<file path="src/rtl/lcd_drv_pkg.sv">
package lcd_drv_pkg;

  localparam int SEG_W = 7;

  // Lit state of every segment; also the order of the drive bus.
  typedef struct packed {
    logic             minus;
    logic             one;
    logic [SEG_W-1:0] hund;
    logic [SEG_W-1:0] tens;
    logic [SEG_W-1:0] units;
  } seg_on_t;

  localparam int BUS_W = $bits(seg_on_t);

  // Conventional font, bit0 = a ... bit6 = g; non-decimal codes blank.
  function automatic logic [SEG_W-1:0] font7(input logic [3:0] code);
    logic [SEG_W-1:0] f;
    case (code)
      4'd0:    f = 7'h3F;
      4'd1:    f = 7'h06;
      4'd2:    f = 7'h5B;
      4'd3:    f = 7'h4F;
      4'd4:    f = 7'h66;
      4'd5:    f = 7'h6D;
      4'd6:    f = 7'h7D;
      4'd7:    f = 7'h07;
      4'd8:    f = 7'h7F;
      4'd9:    f = 7'h6F;
      default: f = 7'h00;
    endcase
    return f;
  endfunction

endpackage

</file>
<file path="src/rtl/lcd_bp_gen.sv">
module lcd_bp_gen #(
  parameter int HALF = 400
) (
  input  logic clk,
  input  logic rst_n,
  output logic bp,
  output logic load
);
  localparam int CW = $clog2(HALF + 1);

  logic [CW-1:0] cnt;

  assign load = (cnt == CW'(HALF - 1));

  always_ff @(posedge clk or negedge rst_n) begin
    if (!rst_n) begin
      cnt <= '0;
      bp  <= 1'b0;
    end else if (load) begin
      cnt <= '0;
      bp  <= ~bp;
    end else begin
      cnt <= cnt + 1'b1;
    end
  end

  assert_bp_flips_on_load_R1: assert property (@(posedge clk) disable iff (!rst_n)
    load |=> (bp != $past(bp)));
  assert_bp_steady_between_R1: assert property (@(posedge clk) disable iff (!rst_n)
    !load |=> $stable(bp));

endmodule

</file>
<file path="src/rtl/lcd_seg_decode.sv">
module lcd_seg_decode
  import lcd_drv_pkg::*;
(
  input  logic          clk,
  input  logic          rst_n,
  input  logic          rd_thou,
  input  logic [11:0]   rd_bcd,
  input  logic          rd_neg,
  input  logic          rd_ovr,
  output seg_on_t       nxt
);
  localparam int NDIG = 3;

  logic [NDIG-1:0][SEG_W-1:0] dig_on;

  for (genvar d = 0; d < NDIG; d++) begin : g_dig
    assign dig_on[d] = rd_ovr ? '0 : font7(rd_bcd[4*d +: 4]);
  end

  always_comb begin
    nxt.units = dig_on[0];
    nxt.tens  = dig_on[1];
    nxt.hund  = dig_on[2];
    nxt.one   = rd_thou | rd_ovr;
    nxt.minus = rd_neg;
  end

  assert_ovr_blanks_low_R6: assert property (@(posedge clk) disable iff (!rst_n)
    rd_ovr |-> (nxt.units == '0 && nxt.tens == '0 && nxt.hund == '0 && nxt.one));

endmodule

</file>
<file path="src/rtl/lcd_seg_drive.sv">
module lcd_seg_drive
  import lcd_drv_pkg::*;
(
  input  logic             clk,
  input  logic             rst_n,
  input  logic             load,
  input  logic             bp,
  input  logic             lamp_test,
  input  seg_on_t          nxt,
  output seg_on_t          on_q,
  output logic [BUS_W-1:0] drive
);

  always_ff @(posedge clk or negedge rst_n) begin
    if (!rst_n)    on_q <= '0;
    else if (load) on_q <= nxt;
  end

  assign drive = lamp_test ? {BUS_W{1'b1}} : ({BUS_W{bp}} ^ on_q);

  assert_hold_between_edges_R8: assert property (@(posedge clk) disable iff (!rst_n)
    !load |=> $stable(on_q));
  assert_capture_at_edge_R8: assert property (@(posedge clk) disable iff (!rst_n)
    load |=> (on_q == $past(nxt)));

endmodule

</file>
<file path="src/rtl/lcd_static_drv.sv">
module lcd_static_drv
  import lcd_drv_pkg::*;
#(
  parameter int BP_DIV = 800
) (
  input  logic        clk,
  input  logic        rst_n,
  input  logic        rd_thou,
  input  logic [11:0] rd_bcd,
  input  logic        rd_neg,
  input  logic        rd_ovr,
  input  logic        lamp_test,
  output logic        bp,
  output logic [6:0]  seg_units,
  output logic [6:0]  seg_tens,
  output logic [6:0]  seg_hund,
  output logic        seg_one,
  output logic        seg_minus
);
  localparam int HALF = BP_DIV / 2;

  logic             load;
  seg_on_t          nxt;
  seg_on_t          on_state;
  logic [BUS_W-1:0] drive;

  lcd_bp_gen #(.HALF(HALF)) u_bp (
    .clk(clk), .rst_n(rst_n), .bp(bp), .load(load)
  );

  lcd_seg_decode u_dec (
    .clk(clk), .rst_n(rst_n), .rd_thou(rd_thou), .rd_bcd(rd_bcd),
    .rd_neg(rd_neg), .rd_ovr(rd_ovr), .nxt(nxt)
  );

  lcd_seg_drive u_drv (
    .clk(clk), .rst_n(rst_n), .load(load), .bp(bp), .lamp_test(lamp_test),
    .nxt(nxt), .on_q(on_state), .drive(drive)
  );

  assign {seg_minus, seg_one, seg_hund, seg_tens, seg_units} = drive;

  assert_invert_on_bp_edge_R2: assert property (@(posedge clk) disable iff (!rst_n)
    (!lamp_test && !$past(lamp_test) && (bp != $past(bp)) && $stable(on_state))
      |-> (drive == ~$past(drive)));
  assert_lamp_steady_R7: assert property (@(posedge clk) disable iff (!rst_n)
    (lamp_test && $past(lamp_test)) |-> $stable(drive));

endmodule

</file>
<file path="config.mk">
export PLATFORM = sky130hd
export DESIGN_NAME = lcd_static_drv
export DESIGN_NICKNAME = d
export VERILOG_FILES = /design/src/rtl/lcd_drv_pkg.sv /design/src/rtl/lcd_bp_gen.sv /design/src/rtl/lcd_seg_decode.sv /design/src/rtl/lcd_seg_drive.sv /design/src/rtl/lcd_static_drv.sv
export SDC_FILE = /design/constraint.sdc
export NUM_CORES = 1
export LEC_CHECK = 0
export BUFFER_PORTS_ARGS = -buffer_cell sky130_fd_sc_hd__buf_2
export CORE_UTILIZATION = 56
export DETAILED_ROUTE_END_ITERATION = 10
export GPL_ROUTABILITY_DRIVEN = 0
export MAX_ROUTING_LAYER = met4
export PLACE_DENSITY = 0.8
export SLEW_MARGIN = 15
export SYNTH_ARGS = -nofsm -noshare
export SYNTH_HDL_FRONTEND = slang
export SYNTH_SLANG_ARGS = --single-unit
export TNS_END_PERCENT = 20
</file>
<file path="constraint.sdc">
create_clock -name clk -period 2 [get_ports clk]
set_input_delay 0.3 -clock clk [delete_from_list [all_inputs] [get_ports clk]]
set_output_delay 0.3 -clock clk [all_outputs]
set_load 0.01 [all_outputs]
</file>
# After elaboration in Yosys (flattened, before gate mapping)
# Memories as Yosys holds them, arrays and structs flattened.
# Cells that the tools add are included.
[totals]
n_memories = 3
in_bits = 18
out_inout_bits = 24
register_bits = 33
mem_bits_ro = 336
[classes]
addsub = 1
n_eq_ne = 1
mux = 5
n_bitwise = 3
[memory_table]
columns = ["name", "depth", "width", "rd", "rd_clocked_by_memory_dff", "write_ports", "line_no", "text"]
rows = [
  ["(name not given)", 16, 7, 1, 0, 0, "lcd_drv_pkg.sv:19", "case (code)"],
  ["(name not given)", 16, 7, 1, 0, 0, "lcd_drv_pkg.sv:19", ""],
  ["(name not given)", 16, 7, 1, 0, 0, "lcd_drv_pkg.sv:19", ""],
]
[ops]
columns = ["operator", "n"]
rows = [
  ["$mux W23", 1],
  ["$xor A23 B23 Y23", 1],
  ["$mux W7", 3],
  ["$add A9 B1 Y9 const B", 1],
  ["$eq A9 B9 Y1 const B", 1],
  ["$mux W9", 1],
  ["$not A1 Y1", 1],
  ["$or A1 B1 Y1", 1],
]

# Logic depth before layout (Yosys ltp)
[depth]
word_depth = 2
depth_mapped = 6
ltp_nobuf = 6

# Modules after synthesis
# A second synthesis with hierarchy kept.
[unflattened]
hier_cells = 235
hier_area_um2 = 2341.0
[modules_own_cells]
columns = ["module", "n_inst", "area_each_um2", "cells_per_inst"]
rows = [
  ["lcd_seg_drive", 1, 1239.9, 99],
  ["lcd_seg_decode", 1, 636.9, 95],
  ["lcd_bp_gen", 1, 464.2, 41],
]

# Least setup slack after synthesis
# No wires, ideal clock.
[synth_timing]
path_type = "register to register"
from = "register u_bp.cnt[0]"
to = "register u_drv.on_q[3] (netlist name)"
path_buffers = 1
path_slack_ns = 0.568
path_stages_with_launch = 7
arrival_time_ns = 1.311
setup_ns = 0.121
cell_sequence = "dfrtp_1 -> ha_1 -> and3_1 -> nand3_4 -> nor2_4 -> buf_6 -> a22o_1"
[synth_via]
elab_chain_len = 1
[synth_lines]
columns = ["item", "line_no", "text"]
rows = [
  ["start, declared", "lcd_bp_gen.sv:11", "logic [CW-1:0] cnt;"],
  ["start signal, assigned", "lcd_bp_gen.sv:23", "cnt <= cnt + 1'b1;"],
  ["$eq A9 B9 Y1", "lcd_bp_gen.sv:13", "assign load = (cnt == CW'(HALF - 1));"],
  ["end signal, assigned", "lcd_seg_drive.sv:16", "else if (load) on_q <= nxt;"],
  ["end, declared", "lcd_seg_drive.sv:10", "output seg_on_t on_q,"],
]
# No other way between the ends.
# A chain may end at the register's enable or synchronous reset.

# Worst setup path after layout
[layout_timing]
from = "register u_bp.cnt[0]"
to = "register u_drv.on_q[17] (netlist name)"
# Same word-level chain as after synthesis.

==> reports/metrics.cfg <==
[sta]
period_share_pct = 82.5
max_freq_mhz = 606
hold_violations = 0
setup_viol = 0
setup_tns_ns = 0
drv_slew = 0
maxSlewHeadroom_pct = 53.3
rsz0062_at_grt = no
fin_skew_ns = 0.00673
finalCriticalPeriod_ns = 1.65
max_slew.worst_pin.slew_ns = 0.700

[clocking]
cts_max_path_buffers = 2
cts_resized = 0
worst_skew_pair.late_latency_ns = 0.28
cts_setup_buffers = 0
htree_levels = 2
path_clk_slew_ns = 0.07
tritoncts = done
root_buffer = clkbuf_8
cts_sinks = 33
numCtsBuffers = 5
holdBufCountCts = 0

[routing]
drt-total-wl_um = 4060
ant_nets = 0
viasPerCell = 5.41
wl_per_cell_um = 12.8
drt_iter0_markers = 70
vias = 1716
route.detailed.drc = 0
firstDrtPassIters = 5

[layout]
diodes = 0
post-route-cell-area_um2 = 2540
mostFrequentLayoutCells = 41 x buf_2, 33 x dfrtp_1, 28 x xnor2_1
nFillCells = 310
final_common_cell = buf_2
drive_gt1_share_pct = 23.8
final_nets = 302
areaGrowthSynthToFinish_pct = 13.4

[floorplan]
ios = 42
die_h_um = 65.2
start_util_pct = 59.8
fp.coreArea_um2 = 3740
placementRows = 22
die_x_um = 65.2
die_area_um2 = 4250

[logic_synthesis]
synth.avg_cell_area_um2 = 9.77
yosys_warnings = 0
syn_area_um2 = 2240
ys_seq_area_share_pct = 36.9
synthesis.nets = 263
ys_types = 29
postSynthCellCount = 229
ys_ff_latch = 33

[global_route]
grtUsageTotal_pct = 22.5
grt_overflow = 0
grt_pass1_wl_um = 7110
antenna_found_initial = 0
grt_pass1_vias = 1624
grt_max_degree = 34

[pwr]
ir_drop_v = 0.000295
total_power_mw = 1.38
power_density_nw_per_um2 = 544
leakagePower_nw = 1.16

[setup_path]
crit_fanout = 16
crit_path_start_kind = register
worst-r2r-setup-slack_ns = 0.35
crit_path_end_kind = register
endpoint = u_drv.on_q[17]$_DFFE_PN0N_
startpoint = u_bp.cnt[0]$_DFF_PN0_
ff2ff_path_depth = 5
reg2reg_to = u_drv.on_q[17]$_DFFE_PN0N_
r2r-start = u_bp.cnt[0]$_DFF_PN0_
crit_required_ns = 2.17
worstSetupPathType = reg2reg
worstPathArrival_ns = 1.82

[hold_path]
hp-class = in2async

[place]
numPortBuffers = 41
place_hpwl_um = 3040
place_area_um2 = 2450

[outcome]
status = finished clean

[job]
max_cap_violations = 0

==> synth_stat cells <==
cell type,instances,area [um^2]
a21boi_0,3,22.5
dfrtp_1,33,826
and4bb_4,1,16.3
xnor2_1,28,245
a31oi_1,3,18.8
buf_2,5,25.0
nor2_1,4,15.0
o21ai_0,4,20.0
xor2_1,3,26.3
nand4_1,2,12.5
mux2i_1,1,10.0
a22oi_1,3,22.5
nand2_1,17,63.8
clkbuf_1,5,18.8
nand3_1,4,20.0
buf_6,3,33.8
o31ai_2,9,113
a21oi_1,11,55.1
nand3_4,1,17.5
nor2_4,1,11.3
o22ai_1,12,75.1
or3_1,2,12.5
and3_1,2,12.5
a22o_1,12,105
o21a_1,2,15.0
o31ai_1,1,7.51
inv_1,16,60.1
ha_1,16,200
nand2b_1,25,156
==> critical path: stages, from the launching register on <==
cell and delay [ns]:
dfrtp_1 0.38, ha_1 0.22, and3_1 0.28, nand3_4 0.17
buf_4 0.24, a22o_1 0.24
==> flip-flops by register name, summed over array words and instances (netlist names) <==
name,flops
u_drv.on_q,23
u_bp.cnt,9
u_bp.bp,1
==> metal layers <==
layer  vias to the layer above  global-route usage, %  wire [um]
met4                         0                   7.34         41
met2                        37                   38.7       2060
met3                         4                   4.17        143
li1                        866                      -          -
met5                         -                      -          0
met1                       809                   26.6       1820
==> cells by family after synthesis <==
family	synth area share, %
flops	36.9
simple gates	15.1
xor+xnor	12.1
compound gates	20.3
mux	0.447
buf+inv	6.15
fa+ha+maj	8.95
==> where the power goes <==
group	internal, mW	switching, mW
combinational	0.0941	0.118
sequential	0.684	0.0122
clock	0.241	0.231
total	1.02	0.362
==> final cells by class <==
| type | count | area, um^2 | area share [%] |
|---|---|---|---|
| clock inverter | 2 | 10.0 | 0.394 |
| clock buffer | 6 | 72.6 | 2.86 |
| sequential | 33 | 826 | 32.5 |
| tap | 48 | 60.1 | 2.37 |
| timing repair buffer | 45 | 235 | 9.27 |
| inverter | 16 | 60.1 | 2.37 |
| multi-input combinational | 167 | 1270 | 50.2 |
==> per-stage QoR <==
stage               util, %  worst slack [ns]  std cells  hold WS, ns
finish                 67.8             0.350        317       0.0668
global route           67.8             0.196        317        0.118
CTS                    67.8             0.347        317       0.0849
detailed placement     65.6             0.367        309        0.392
global placement       65.6             0.435        309        0.394
floorplan                 -             0.568        229      0.00441
==> worst min path at each step <==
stage | startpoint | endpoint | depth (start not counted)
after global routing | rst_n | u_drv.on_q[21]$_DFFE_PN0N_ | 1
after CTS | rst_n | u_drv.on_q[21]$_DFFE_PN0N_ | 1
final | rst_n | u_drv.on_q[21]$_DFFE_PN0N_ | 1
after floorplan | rst_n | u_bp.bp$_DFFE_PN0N_ | 0
after global placement | rst_n | u_drv.on_q[13]$_DFFE_PN0N_ | 1
after detailed placement | rst_n | u_drv.on_q[11]$_DFFE_PN0N_ | 1
Note: power is estimated with default switching activity, not from simulation.
